<file path="src/rtl/wc_pkg.sv">
`timescale 1ns/1ps
package wc_pkg;
    localparam int DW         = 32;
    localparam int LANES      = 4;
    localparam int WIDE_W     = DW * LANES;
    localparam int PAGE_SHIFT = 13;
    localparam int OFF_W      = PAGE_SHIFT;
    localparam int NUM_DESC   = 2;

    // in-page offsets of the descriptor pointer registers (16-byte aligned)
    localparam logic [NUM_DESC-1:0][OFF_W-1:0] DESC_OFF = {13'h0A10, 13'h0830};
    // timer command register, page 0 only has the collector side effect
    localparam logic [OFF_W-1:0] TIMER_OFF = 13'h0420;

    typedef enum logic [1:0] {
        ACC_SINGLE = 2'd0,
        ACC_WIDE   = 2'd1,
        ACC_MEM    = 2'd2,
        ACC_DESC   = 2'd3
    } acc_kind_e;

    typedef enum logic [1:0] {
        SZ_DWORD = 2'd0,
        SZ_QWORD = 2'd1,
        SZ_OWORD = 2'd2
    } cmt_size_e;

    typedef logic [DW-1:0]     dword_t;
    typedef logic [WIDE_W-1:0] wide_t;
    typedef logic [LANES-1:0]  lane_mask_t;

    function automatic lane_mask_t lane_onehot(input logic [1:0] lane);
        lane_mask_t m;
        m = '0;
        m[lane] = 1'b1;
        return m;
    endfunction

    function automatic logic target_full(input acc_kind_e kind, input lane_mask_t m);
        if (kind == ACC_MEM) return &m[1:0];
        return &m;
    endfunction

    function automatic cmt_size_e kind_size(input acc_kind_e kind);
        case (kind)
            ACC_MEM:  return SZ_QWORD;
            ACC_WIDE: return SZ_OWORD;
            ACC_DESC: return SZ_OWORD;
            default:  return SZ_DWORD;
        endcase
    endfunction
endpackage

</file>
<file path="src/rtl/wc_decode.sv">
`timescale 1ns/1ps
module wc_decode
    import wc_pkg::*;
#(
    parameter int               ADDR_W   = 20,
    parameter logic [ADDR_W-1:0] MEM_BASE = 20'h80000,
    parameter logic [OFF_W-1:0]  WIDE_END = 13'h0400
) (
    input  logic [ADDR_W-1:0] addr,
    output acc_kind_e         kind,
    output logic [1:0]        lane,
    output logic              top,
    output logic              timer_hit,
    output logic [ADDR_W-1:0] base
);
    localparam int PAGE_W = ADDR_W - OFF_W;

    logic [OFF_W-1:0]  off;
    logic [PAGE_W-1:0] page;
    logic              in_mem;
    logic              page0;
    logic [NUM_DESC-1:0] desc_match;
    logic              unused_lsb;

    assign off        = addr[OFF_W-1:0];
    assign page       = addr[ADDR_W-1:OFF_W];
    assign in_mem     = (addr >= MEM_BASE);
    assign page0      = (page == '0);
    assign unused_lsb = ^addr[1:0];

    for (genvar g = 0; g < NUM_DESC; g++) begin : g_desc
        assign desc_match[g] = (off[OFF_W-1:4] == DESC_OFF[g][OFF_W-1:4]);
    end

    always_comb begin
        kind = ACC_SINGLE;
        lane = addr[3:2];
        base = {addr[ADDR_W-1:2], 2'b00};
        if (in_mem) begin
            kind = ACC_MEM;
            lane = {1'b0, addr[2]};
            base = {addr[ADDR_W-1:3], 3'b000};
        end else if (|desc_match) begin
            kind = ACC_DESC;
            base = {addr[ADDR_W-1:4], 4'b0000};
        end else if (page0 && (off < WIDE_END)) begin
            kind = ACC_WIDE;
            base = {addr[ADDR_W-1:4], 4'b0000};
        end
    end

    assign top       = (kind == ACC_DESC) && (addr[3:2] == 2'd3);
    assign timer_hit = !in_mem && page0 && (off[OFF_W-1:2] == TIMER_OFF[OFF_W-1:2]);
endmodule

</file>
<file path="src/rtl/wc_collect.sv">
`timescale 1ns/1ps
module wc_collect
    import wc_pkg::*;
#(
    parameter int ADDR_W = 20
) (
    input  logic              clk,
    input  logic              rst,
    input  logic              wr_en,
    input  acc_kind_e         kind,
    input  logic [1:0]        lane,
    input  logic              top,
    input  logic              timer_hit,
    input  logic [ADDR_W-1:0] base,
    input  dword_t            wdata,
    output logic              fire,
    output logic [ADDR_W-1:0] fire_addr,
    output wide_t             fire_data,
    output cmt_size_e         fire_size,
    output lane_mask_t        mask_q
);
    typedef logic [LANES-1:0][DW-1:0] lane_arr_t;

    logic [ADDR_W-1:0] tgt_q, tgt_n;
    lane_mask_t        mask_n, m_acc;
    lane_arr_t         lanes_q, lanes_n, l_acc;
    logic              busy, hit;

    assign busy = (mask_q != '0);
    assign hit  = busy && (tgt_q == base);

    always_comb begin
        m_acc       = (hit ? mask_q : '0) | lane_onehot(lane);
        l_acc       = hit ? lanes_q : '0;
        l_acc[lane] = wdata;
    end

    always_comb begin
        tgt_n     = tgt_q;
        mask_n    = mask_q;
        lanes_n   = lanes_q;
        fire      = 1'b0;
        fire_addr = base;
        fire_data = '0;
        fire_size = kind_size(kind);
        if (wr_en) begin
            unique case (kind)
                ACC_SINGLE: begin
                    fire      = 1'b1;
                    fire_data = {{(WIDE_W-DW){1'b0}}, wdata};
                    if (timer_hit) begin
                        tgt_n   = '0;
                        mask_n  = '0;
                        lanes_n = '0;
                    end
                end
                ACC_WIDE, ACC_MEM: begin
                    if (target_full(kind, m_acc)) begin
                        fire      = 1'b1;
                        fire_data = (kind == ACC_WIDE) ? wide_t'(l_acc)
                                  : {{(WIDE_W-2*DW){1'b0}}, l_acc[1], l_acc[0]};
                        tgt_n     = '0;
                        mask_n    = '0;
                        lanes_n   = '0;
                    end else begin
                        tgt_n   = base;
                        mask_n  = m_acc;
                        lanes_n = l_acc;
                    end
                end
                ACC_DESC: begin
                    if (top) begin
                        fire      = 1'b1;
                        fire_data = (hit && (&mask_q[2:0]))
                                  ? {wdata, lanes_q[2], lanes_q[1], lanes_q[0]}
                                  : {wdata, {(WIDE_W-DW){1'b0}}};
                        tgt_n     = '0;
                        mask_n    = '0;
                        lanes_n   = '0;
                    end else if (!busy || hit) begin
                        tgt_n   = base;
                        mask_n  = m_acc;
                        lanes_n = l_acc;
                    end
                end
            endcase
        end
    end

    always_ff @(posedge clk) begin
        if (rst) begin
            tgt_q   <= '0;
            mask_q  <= '0;
            lanes_q <= '0;
        end else begin
            tgt_q   <= tgt_n;
            mask_q  <= mask_n;
            lanes_q <= lanes_n;
        end
    end
endmodule

</file>
<file path="src/rtl/wc_commit.sv">
`timescale 1ns/1ps
module wc_commit
    import wc_pkg::*;
#(
    parameter int ADDR_W = 20
) (
    input  logic              clk,
    input  logic              rst,
    input  logic              fire,
    input  logic [ADDR_W-1:0] fire_addr,
    input  wide_t             fire_data,
    input  cmt_size_e         fire_size,
    output logic              valid_q,
    output logic [ADDR_W-1:0] addr_q,
    output wide_t             data_q,
    output cmt_size_e         size_q
);
    always_ff @(posedge clk) begin
        if (rst) begin
            valid_q <= 1'b0;
            addr_q  <= '0;
            data_q  <= '0;
            size_q  <= SZ_DWORD;
        end else begin
            valid_q <= fire;
            if (fire) begin
                addr_q <= fire_addr;
                data_q <= fire_data;
                size_q <= fire_size;
            end
        end
    end
endmodule

</file>
<file path="src/rtl/wide_write_collector.sv">
`timescale 1ns/1ps
module wide_write_collector
    import wc_pkg::*;
#(
    parameter int               ADDR_W   = 20,
    parameter logic [ADDR_W-1:0] MEM_BASE = 20'h80000,
    parameter logic [OFF_W-1:0]  WIDE_END = 13'h0400
) (
    input  logic              clk,
    input  logic              rst,
    input  logic              wr_en,
    input  logic [ADDR_W-1:0] wr_addr,
    input  logic [DW-1:0]     wr_data,
    output logic              cmt_valid,
    output logic [ADDR_W-1:0] cmt_addr,
    output logic [WIDE_W-1:0] cmt_data,
    output logic [1:0]        cmt_size
);
    acc_kind_e         dec_kind;
    logic [1:0]        dec_lane;
    logic              dec_top, dec_timer;
    logic [ADDR_W-1:0] dec_base;
    logic              fire;
    logic [ADDR_W-1:0] fire_addr;
    wide_t             fire_data;
    cmt_size_e         fire_size, size_q;
    lane_mask_t        coll_mask;

    wc_decode #(.ADDR_W(ADDR_W), .MEM_BASE(MEM_BASE), .WIDE_END(WIDE_END)) u_dec (
        .addr      (wr_addr),
        .kind      (dec_kind),
        .lane      (dec_lane),
        .top       (dec_top),
        .timer_hit (dec_timer),
        .base      (dec_base)
    );

    wc_collect #(.ADDR_W(ADDR_W)) u_coll (
        .clk       (clk),
        .rst       (rst),
        .wr_en     (wr_en),
        .kind      (dec_kind),
        .lane      (dec_lane),
        .top       (dec_top),
        .timer_hit (dec_timer),
        .base      (dec_base),
        .wdata     (wr_data),
        .fire      (fire),
        .fire_addr (fire_addr),
        .fire_data (fire_data),
        .fire_size (fire_size),
        .mask_q    (coll_mask)
    );

    wc_commit #(.ADDR_W(ADDR_W)) u_cmt (
        .clk       (clk),
        .rst       (rst),
        .fire      (fire),
        .fire_addr (fire_addr),
        .fire_data (fire_data),
        .fire_size (fire_size),
        .valid_q   (cmt_valid),
        .addr_q    (cmt_addr),
        .data_q    (cmt_data),
        .size_q    (size_q)
    );

    assign cmt_size = size_q;
endmodule

</file>
<file path="config.mk">
export PLATFORM = sky130hd
export DESIGN_NAME = wide_write_collector
export DESIGN_NICKNAME = d
export VERILOG_FILES = /design/src/rtl/wc_pkg.sv /design/src/rtl/wc_decode.sv /design/src/rtl/wc_collect.sv /design/src/rtl/wc_commit.sv /design/src/rtl/wide_write_collector.sv
export SDC_FILE = /design/constraint.sdc
export NUM_CORES = 1
export LEC_CHECK = 0
export BUFFER_PORTS_ARGS = -buffer_cell sky130_fd_sc_hd__buf_2
export CORE_MARGIN = 3
export CORE_UTILIZATION = 44
export DETAILED_ROUTE_END_ITERATION = 10
export GPL_TIMING_DRIVEN = 0
export PLACE_DENSITY = 0.65
export SYNTH_ARGS = -nofsm -noshare
export SYNTH_HDL_FRONTEND = slang
export SYNTH_SLANG_ARGS = --single-unit
export TNS_END_PERCENT = 1
</file>
<file path="constraint.sdc">
create_clock -name clk -period 6.2 [get_ports clk]
set_input_delay 0.93 -clock clk [delete_from_list [all_inputs] [get_ports clk]]
set_output_delay 0.93 -clock clk [all_outputs]
set_load 0.005 [all_outputs]
</file>
# Word level (Yosys, flattened, before mapping)
# Cells that the tools add are included.
# word_totals
mem_count	0
latch_bits	0
inputBits	55
mem_bits_ro	0
out_inout_bits	151
elab_cells	92
reg_bits	303
ramBits	0
# op_classes
n_mux	47
n_addsub	0
n_eq_ne	10
magnitude_cmp	4
multipliers	0
n_bitwise	1
reduce_logical	20
n_div	0
shift	0
# op_table
operator	count
2-to-1 mux 128 bit	9
one-hot mux 128 bit (3 select lines)	2
bitwise mux 128 bit	1
2-to-1 mux 96 bit	1
2-to-1 mux 20 bit	4
demux 32 bit (select 2 bit)	1
one-hot mux 20 bit (3 select lines)	1
2-to-1 mux 32 bit	1
2-to-1 mux 4 bit	8
== test 20 bit	1
>= comparator 20 bit, second input constant	1
== test 9 x 8 -> 1 bit, second input constant	2
less-than comparator 13 x 11 -> 1 bit, second input constant	1
2-to-1 mux 1 bit	12
one-hot mux 4 bit (3 select lines)	1
== test 11 x 9 -> 1 bit, second input constant	1
logical AND 1 bit	7
zero test 7 bit	1
== test 2 bit, second input constant	3
2-to-1 mux 2 bit	3
AND reduction 3 bit	2
OR reduction 2 bit	3
bitwise OR 4 bit	1
one-hot mux 2 bit (2 select lines)	1
other kinds (13)	14

# Depth between registers and ports, before layout
# Gate-level depths: netlist of run 1.
# logic_depth
ltp_word	17
mapped_depth	12

# Cells and area by module
# A second synthesis of run 1 with hierarchy kept.
# unflattened
cells_unflattened	1430
hier_area_um2	13778.2
# by_module_without_submodules
module	area_per_inst_um2	seq_area_each_um2	cells_per_inst	instances
wc_collect	8130.3	3042.9	904	1
wc_commit	5360.1	3022.9	486	1
wc_decode	287.8	0.0	40	1

# Worst setup path after synthesis of run 1
# Ideal clock, no wire load.
# synth_path
path_kind	input -> register
start	input wr_addr[19]
end	register u_coll.lanes_q[100] in the netlist's numbering
setup_ns	0.059
cell_stages	10
path_slack_ns	3.099
t_arrival_ns	3.042
cell_sequence	buf_2 > xor2_1 > nor4_1 > nand4_1 > a311oi_4 > nand3_2 > or3_4 > o21ai_4 > buf_6 > a22o_1
# synth_via
elab_chain_len	16
elab_cells_between_ends	49
classes_between	3 x order compare; 6 x eq/ne; 25 x mux; 1 x bitwise; 14 x reduce/logical
# synth_rtl
element	line_no	source
from (decl)	wide_write_collector.sv:12	input logic [ADDR_W-1:0] wr_addr,
parallel branches: the longest is 16 deep, another holds >= comparator 20 bit	n/a	
to (signal assigned)	wc_collect.sv:98	lanes_q <= lanes_n;
to (decl)	wc_collect.sv:26	lane_arr_t lanes_q, lanes_n, l_acc;
# Parallel ways; which one is timed is not known. The select of a mux whose other input is x is not followed.
# A chain may end at the register's enable or synchronous reset.

# Final worst setup path of run 1
# layout_path
start	input wr_addr[11]
end	register u_cmt.data_q[69]
# layout_via
elab_chain_len	17
elab_cells_between_ends	52
classes_between	4 x order compare; 6 x eq/ne; 31 x mux; 1 x bitwise; 10 x reduce/logical
# layout_rtl
element	line_no	source
less-than comparator 13 x 11 -> 1 bit	wc_decode.sv:46	end else if (page0 && (off < WIDE_END)) begin
logical AND 1 bit	wc_decode.sv:46	
2-to-1 mux 4 bit	wc_decode.sv:46	
2-to-1 mux 4 bit	wc_decode.sv:43	end else if (|desc_match) begin
2-to-1 mux 4 bit	wc_decode.sv:39	if (in_mem) begin
== test 20 bit	wc_collect.sv:30	assign hit = busy && (tgt_q == base);
logical AND 1 bit	wc_collect.sv:30	
2-to-1 mux 4 bit	wc_collect.sv:33	m_acc = (hit ? mask_q : '0) | lane_onehot(lane);
bitwise OR 4 bit	wc_collect.sv:33	
AND reduction 2 bit	wc_pkg.sv:40	if (kind == ACC_MEM) return &m[1:0];
2-to-1 mux 1 bit	wc_pkg.sv:40	
2-to-1 mux 1 bit	wc_pkg.sv:41	return &m;
2-to-1 mux 1 bit	wc_collect.sv:47	unique case (kind)
2-to-1 mux 1 bit	wc_collect.sv:46	if (wr_en) begin
2-to-1 mux 128 bit / 2-to-1 mux 1 bit (equally long branches)	wc_collect.sv:58	if (target_full(kind, m_acc)) begin
one-hot mux 128 bit (3 select lines) / one-hot mux 1 bit (3 select lines) (equally long branches)	wc_collect.sv:47	
2-to-1 mux 128 bit / 2-to-1 mux 1 bit (equally long branches)	wc_collect.sv:46	
to (signal assigned)	wc_commit.sv:28	data_q <= fire_data;
to (decl)	wc_commit.sv:15	output wide_t data_q,
# Parallel ways exist; a longest one is shown, timed or not. The select of a mux whose other input is x is not followed.

==> results of run 1 <==
==> kinds of logic after synthesis <==
kind of cell,Yosys count,synth area share
xor gates and xnor gates,19,0.0149
and+or+nand+nor,362,0.128
muxes,2,0.00165
DFF,299,0.492
buffers and inverters,155,0.0604
other,1,0.000309
AOI/OAI and AO/OA,489,0.302
==> critical path, delay by kind of cell <==
family,cells,cell delay [ns]
compound gates,3,0.87
xor+xnor,1,0.17
buf+inv,2,0.60
simple gates,3,1.57
==> worst max path at each step <==
| stage | endpoint | from | slack [ns] |
|---|---|---|---|
| floorplan | u_coll.lanes_q[100] | wr_addr[19] | 3.10 |
| global placement | u_cmt.data_q[66] | wr_addr[11] | 1.89 |
| detailed placement | u_cmt.data_q[66] | wr_addr[11] | 1.84 |
| CTS | u_cmt.data_q[69] | wr_addr[11] | 2.41 |
| global route | u_cmt.data_q[97] | wr_addr[19] | 2.30 |
| finish | u_cmt.data_q[69] | wr_addr[11] | 2.52 |
==> per-layer routing <==
| metal | part of all wire | wire length [microns] |
|---|---|---|
| met5 | 0.00018 | 7 |
| met3 | 0.079 | 3040 |
| met1 | 0.45 | 17200 |
| met2 | 0.45 | 17200 |
| met4 | 0.024 | 904 |
==> synth_stat cells (4+ instances only) <==
master,number
sky130_fd_sc_hd__clkbuf_1,82
sky130_fd_sc_hd__dfxtp_1,299
sky130_fd_sc_hd__nor3_1,5
sky130_fd_sc_hd__o21ai_1,35
sky130_fd_sc_hd__a22oi_1,65
sky130_fd_sc_hd__buf_6,9
sky130_fd_sc_hd__a32oi_1,32
sky130_fd_sc_hd__a311oi_1,33
sky130_fd_sc_hd__a21o_1,4
sky130_fd_sc_hd__nand2_1,203
sky130_fd_sc_hd__xor2_1,17
sky130_fd_sc_hd__inv_1,5
sky130_fd_sc_hd__buf_2,35
sky130_fd_sc_hd__and3_1,5
sky130_fd_sc_hd__buf_1,11
sky130_fd_sc_hd__nor2b_1,5
sky130_fd_sc_hd__o21ai_0,68
sky130_fd_sc_hd__a21oi_1,55
sky130_fd_sc_hd__nor4_1,7
sky130_fd_sc_hd__nor2_1,107
sky130_fd_sc_hd__and2_1,4
sky130_fd_sc_hd__buf_4,10
sky130_fd_sc_hd__a22o_1,175
==> power by group through the flow <==
stage	clock network, uW	logic, uW	registers [uW]
6_report	1910	310	1990
5_1_grt	2020	339	1990
4_1_cts	1940	308	1990
3_5_place_dp	0	306	2030
3_3_place_gp	0	303	2030
2_1_floorplan	0	193	2020
==> through the flow <==
| stage | std cells | hold slack, ns |
|---|---|---|
| final | 1895 | 0.445 |
| after global routing | 1894 | 0.466 |
| after CTS | 1894 | 0.448 |
| after detailed placement | 1836 | 0.437 |
| after global placement | 1836 | 0.433 |
| after floorplan | 1328 | 0.441 |
==> layout make-up <==
cell class | instances | area [sq um] | area share
plain buffers | 150 | 716 | 0.0494
repair buffers | 167 | 836 | 0.0577
well taps | 341 | 427 | 0.0294
multi-input cells | 874 | 5440 | 0.376
clock inverters | 10 | 114 | 0.00786
diodes | 1 | 2.50 | 0.000173
clock buffers | 48 | 950 | 0.0655
flip-flops and latches | 299 | 5990 | 0.413
inverters | 5 | 18.8 | 0.00130
==> flip-flops by register name, summed over array words and instances (netlist names) <==
name            cells
u_coll.mask_q       4
u_cmt.size_q        2
u_cmt.valid_q       1
u_coll.lanes_q    128
u_cmt.addr_q       18
u_coll.tgt_q       18
u_cmt.data_q      128
==> out/metrics.csv, run 1 <==
metric;value;unit
standard cell core area;27000;sq um
number of levels in the clock H-tree;1;
total grt overflow;0;
endpoint class of the critical path;register;
arrival time of data at the critical path endpoint;4.16;ns
WHS Path Cells;2;
CP peak stage delay;0.98;ns
Unique masters post-synth;58;
switching portion of total power;0.240;
Placement Cell Area;13400;sq um
Final Critical Period;3.68;ns
most frequent standard cell in the layout excluding fill and tap cells;sky130_fd_sc_hd__dfxtp_1;
crit path max-delay cell type;sky130_fd_sc_hd__nor4_2;
share of cells above drive strength 1;0.196;
data required time at the worst endpoint;6.68;ns
Warnings, synthesis;0;
Resized cells post-CTS;0;
FFs w/ async S/R, synth;0;
fraction of met3 tracks used by global routing;0.0471;
die area;29700;sq um
power density over cell area;290;nW/um^2
top area cells in the synthesized netlist;sky130_fd_sc_hd__dfxtp_1 49%, sky130_fd_sc_hd__a22o_1 13%, sky130_fd_sc_hd__nand2_1 6.3%;
flop2flop setup slack;2.76;ns
first-iteration detailed-routing DRC count;1022;
DP Worst Slack;1.84;ns
Via density;5.79;
type of origin of the critical path;primary input;
CTS Hold Buffers Added;0;
synthesized instance count;1327;
wire per inst;20.3;microns
worst hold-check path type;reg -> reg;
Final Hold Vio Count;0;
Tightest Pin Transition;1.19;ns
total detailed-routing wirelength;38400;microns
wire length of the first global-routing pass;59200;microns
final setup TNS;0;ns
overall track demand over capacity in global routing;0.252;
cell-internal power;3200;uW
die width;172;microns
DP Wirelength;26700;microns
clock network power share;0.454;
peak-usage layer in the global routing report;met2;
number of buffers inserted by port buffering;167;
# IOs;206;
most frequent cells in the layout;299 x sky130_fd_sc_hd__dfxtp_1, 203 x sky130_fd_sc_hd__nand2_1, 202 x sky130_fd_sc_hd__buf_2, 175 x sky130_fd_sc_hd__a22o_1, 107 x sky130_fd_sc_hd__nor2_1;
unrepaired setup endpoints after global routing;false;
crit-path cells;buf_2 > xor2_1 > nor4_1 > nand4_1 > a311o_2 > nor4_2 > clkbuf_1 > a22oi_1 > o21ai_0;
logic gate share of total power;0.074;
total count of max-transition violations in the final report;0;
Reg2Reg Capture Point;u_cmt.data_q[69];
Max clock buf depth;3;
Slew Limit Headroom;0.200;
clock slew at the register clock pins of the worst setup and hold paths;0.06;ns
Leakage;0.00570;uW
critical-path maximum fanout;10;
clk_skew;0.00798;ns
Main synth FF type;sky130_fd_sc_hd__dfxtp_1;
number of placement rows;60;
synthesis-to-finish area growth;19.2;%
critical register-to-register path startpoint;u_coll.tgt_q[11];
sequential cell area fraction in the yosys report;0.492;
register share of total power;0.472;
number of flops mapped to enable cells by yosys;0;
via count of the first global-routing pass;10400;
FF+latch count, synth;299;
status;finished clean;
R2R depth;8;
classification of the worst setup path;in -> reg;
pin count of the biggest net entering global routing;16;
Worst-Skew Late Latency;0.56;ns
number of routed nets with antenna violations;0;
area of all placed cells without fillers;14500;sq um
DRC errors left;0;
height of the die;172;microns
overall power consumption;4210;uW
met2 track demand over resource in global routing;0.393;
Max IR drop VDD;204;uV
starting density of the core;0.450;
area share of the largest cell type after synthesis;0.492;
PnR worst setup slack;2.52;ns
final period utilization;0.593;
antenna violations before repair;1;
cell taking the most area after synthesis;sky130_fd_sc_hd__dfxtp_1;
number of failing setup endpoints in the final timing report;0;
end point of the most critical hold path;u_cmt.data_q[94];
mean cell area of the mapped netlist;9.16;sq um
DRT Pass-1 Iters;5;
count of filler cells inserted in the layout;2558;
met1 track demand over resource in global routing;0.359;
sinks on the clock net;299;
post-synthesis cell area;12200;sq um
clock tree from TritonCTS;done;
nets;1583;
Vias;11000;
fmax;0.272;GHz
Switch Pwr;1010;uW
master cell of the clock root buffer;sky130_fd_sc_hd__clkbuf_16;
clock buffers created by TritonCTS;31;
Final Wtd Congestion;0.927;
startpoint of the tightest hold check path;u_cmt.data_q[94];
max_cap viols;0;
post-layout utilization of the core;0.536;
buffer count from post-CTS setup fixing;0;
Power figures use the tool's default switching activity.
==> run 2, diff against run 1 <==
- PLACE_DENSITY: 0.65 -> 0.67
- clock period: 6.2 -> 3.3 ns (I/O delays scaled with it)
==> out/metrics.csv, run 2 (same netlist as run 1, synthesis figures left out) <==
metric;value;unit;change
flop2flop setup slack;0.10;ns;-2.66 ns
starting density of the core;0.450;;unchanged
clock slew at the register clock pins of the worst setup and hold paths;0.06;ns;about the same
Leakage;0.00571;uW;+0.23%
Placement Cell Area;13400;sq um;about the same
DRT Pass-1 Iters;6;;+1
Max IR drop VDD;326;uV;+60%
pin count of the biggest net entering global routing;14;;-2
CTS Hold Buffers Added;0;;unchanged
total detailed-routing wirelength;38400;microns;about the same
type of origin of the critical path;register;;
total count of max-transition violations in the final report;0;;unchanged
standard cell core area;27000;sq um;unchanged
clock tree from TritonCTS;done;;
endpoint class of the critical path;register;;
number of placement rows;60;;unchanged
number of failing setup endpoints in the final timing report;0;;unchanged
power density over cell area;546;nW/um^2;+88%
Tightest Pin Transition;0.784;ns;-0.407 ns
critical-path maximum fanout;10;;unchanged
die area;29700;sq um;unchanged
wire per inst;20.2;microns;-0.12%
unrepaired setup endpoints after global routing;false;;
Max clock buf depth;3;;unchanged
post-layout utilization of the core;0.537;;+0.00125
first-iteration detailed-routing DRC count;1304;;+28%
# IOs;206;;unchanged
DRC errors left;0;;unchanged
largest registers;u_cmt.data_q x128, u_coll.lanes_q x128;;
Final Critical Period;3.20;ns;
count of filler cells inserted in the layout;2524;;-1.3%
area of the multi-input gates;5460;sq um;+0.39%
placed instance count;1837;;+0.054%
overall track demand over capacity in global routing;0.252;;-0.000436
status;finished clean;;
clk_skew;0.0203;ns;+0.0123 ns
master cell of the clock root buffer;sky130_fd_sc_hd__clkbuf_16;;
share of cells above drive strength 1;0.197;;+0.00103
area of all placed cells without fillers;14500;sq um;+0.23%
max_cap viols;0;;unchanged
most frequent standard cell in the layout excluding fill and tap cells;sky130_fd_sc_hd__dfxtp_1;;
overall power consumption;7930;uW;+89%
synthesis-to-finish area growth;19.5;%;
Slew Limit Headroom;0.464;;+0.264
data required time at the worst endpoint;3.71;ns;-2.97 ns
number of routed nets with antenna violations;0;;unchanged
minimum hold slack;0.296;ns;-0.149 ns
die width;172;microns;unchanged
clock buffers created by TritonCTS;34;;+9.7%
sinks on the clock net;299;;unchanged
height of the die;172;microns;unchanged
classification of the worst setup path;reg -> reg;;
wire length of the first global-routing pass;59100;microns;about the same
Via density;5.82;;+0.48%
count of placed standard cells in the final layout, fillers left out;1897;;+0.11%
number of levels in the clock H-tree;2;;+1
total grt overflow;0;;unchanged
Final Hold Vio Count;0;;unchanged
fmax;0.313;GHz;
Vias;11000;;+0.58%
antenna violations before repair;0;;-1
number of buffers inserted by port buffering;167;;unchanged
Worst-Skew Late Latency;0.51;ns;-0.05 ns
arrival time of data at the critical path endpoint;3.60;ns;-0.56 ns
DP Wirelength;26700;microns;about the same
most frequent cells in the layout;299 x sky130_fd_sc_hd__dfxtp_1, 203 x sky130_fd_sc_hd__nand2_1, 202 x sky130_fd_sc_hd__buf_2, 175 x sky130_fd_sc_hd__a22o_1, 106 x sky130_fd_sc_hd__nor2_1;;
nets;1587;;+0.25%
worst hold-check path type;in -> reg;;
via count of the first global-routing pass;10400;;+0.71%
sequential cell area;5990;sq um;unchanged
Final Wtd Congestion;0.895;;-3.5%
final period utilization;0.969;;
-- run 2: worst max-delay path, stage by stage, from the launching register on --
cell and delay (ns):
sky130_fd_sc_hd__dfxtp_1 0.32, sky130_fd_sc_hd__xor2_1 0.14, sky130_fd_sc_hd__nor4_1 0.31, sky130_fd_sc_hd__nand4_1 0.25, sky130_fd_sc_hd__a311o_2 0.52, sky130_fd_sc_hd__nor3_2 0.57, sky130_fd_sc_hd__clkbuf_1 0.56, sky130_fd_sc_hd__nand2_1 0.11
sky130_fd_sc_hd__a311oi_1 0.32
-- run 2: stage by stage --
step | setup TNS [ns] | setup slack [ns]
after floorplan | 0 | 0.634
after global placement | -36.15 | -0.559
after detailed placement | -35.95 | -0.430
after CTS | 0 | 0.0609
after global routing | 0 | 0.00353
final | 0 | 0.103
-- run 2: timing repair --
action,4_1_cts,5_1_grt
setup buffers,0,0
gates resized for setup,2,4
pin swaps,0,0
endpoints found under the setup margin,20,61
-- run 2: metal layers --
metal | vias up | track usage | part of all wire
met5 | - | 0 | 0
met4 | 0 | 0.0784 | 0.027
met3 | 69 | 0.0473 | 0.083
met2 | 520 | 0.387 | 0.44
met1 | 5204 | 0.360 | 0.45
li1 | 5247 | - | -
-- run 2: area by class of cell --
cell class / instances / share of cell area
inverters: 5 / 0.00129
flip-flops and latches: 299 / 0.412
clock buffers: 52 / 0.0702
well taps: 341 / 0.0294
repair buffers: 168 / 0.0581
multi-input cells: 874 / 0.376
plain buffers: 150 / 0.0493
clock inverters: 7 / 0.00336
diodes: 1 / 0.000172
-- run 2: worst paths after layout --
path	from	to	depth (start not counted)
setup / recovery	u_coll.tgt_q[10]	u_cmt.data_q[18]	8
setup reg to reg	u_coll.tgt_q[10]	u_cmt.data_q[18]	8
hold / removal	wr_addr[7]	u_cmt.addr_q[7]	3
hold reg to reg	u_cmt.data_q[90]	u_cmt.data_q[90]	2
-- run 2: power by group --
group          internal [uW]  switching [uW]  total (uW)
registers               3690            48.9        3730
clock network           2130            1480        3620
logic                    192             392         584
total                   6010            1920        7930
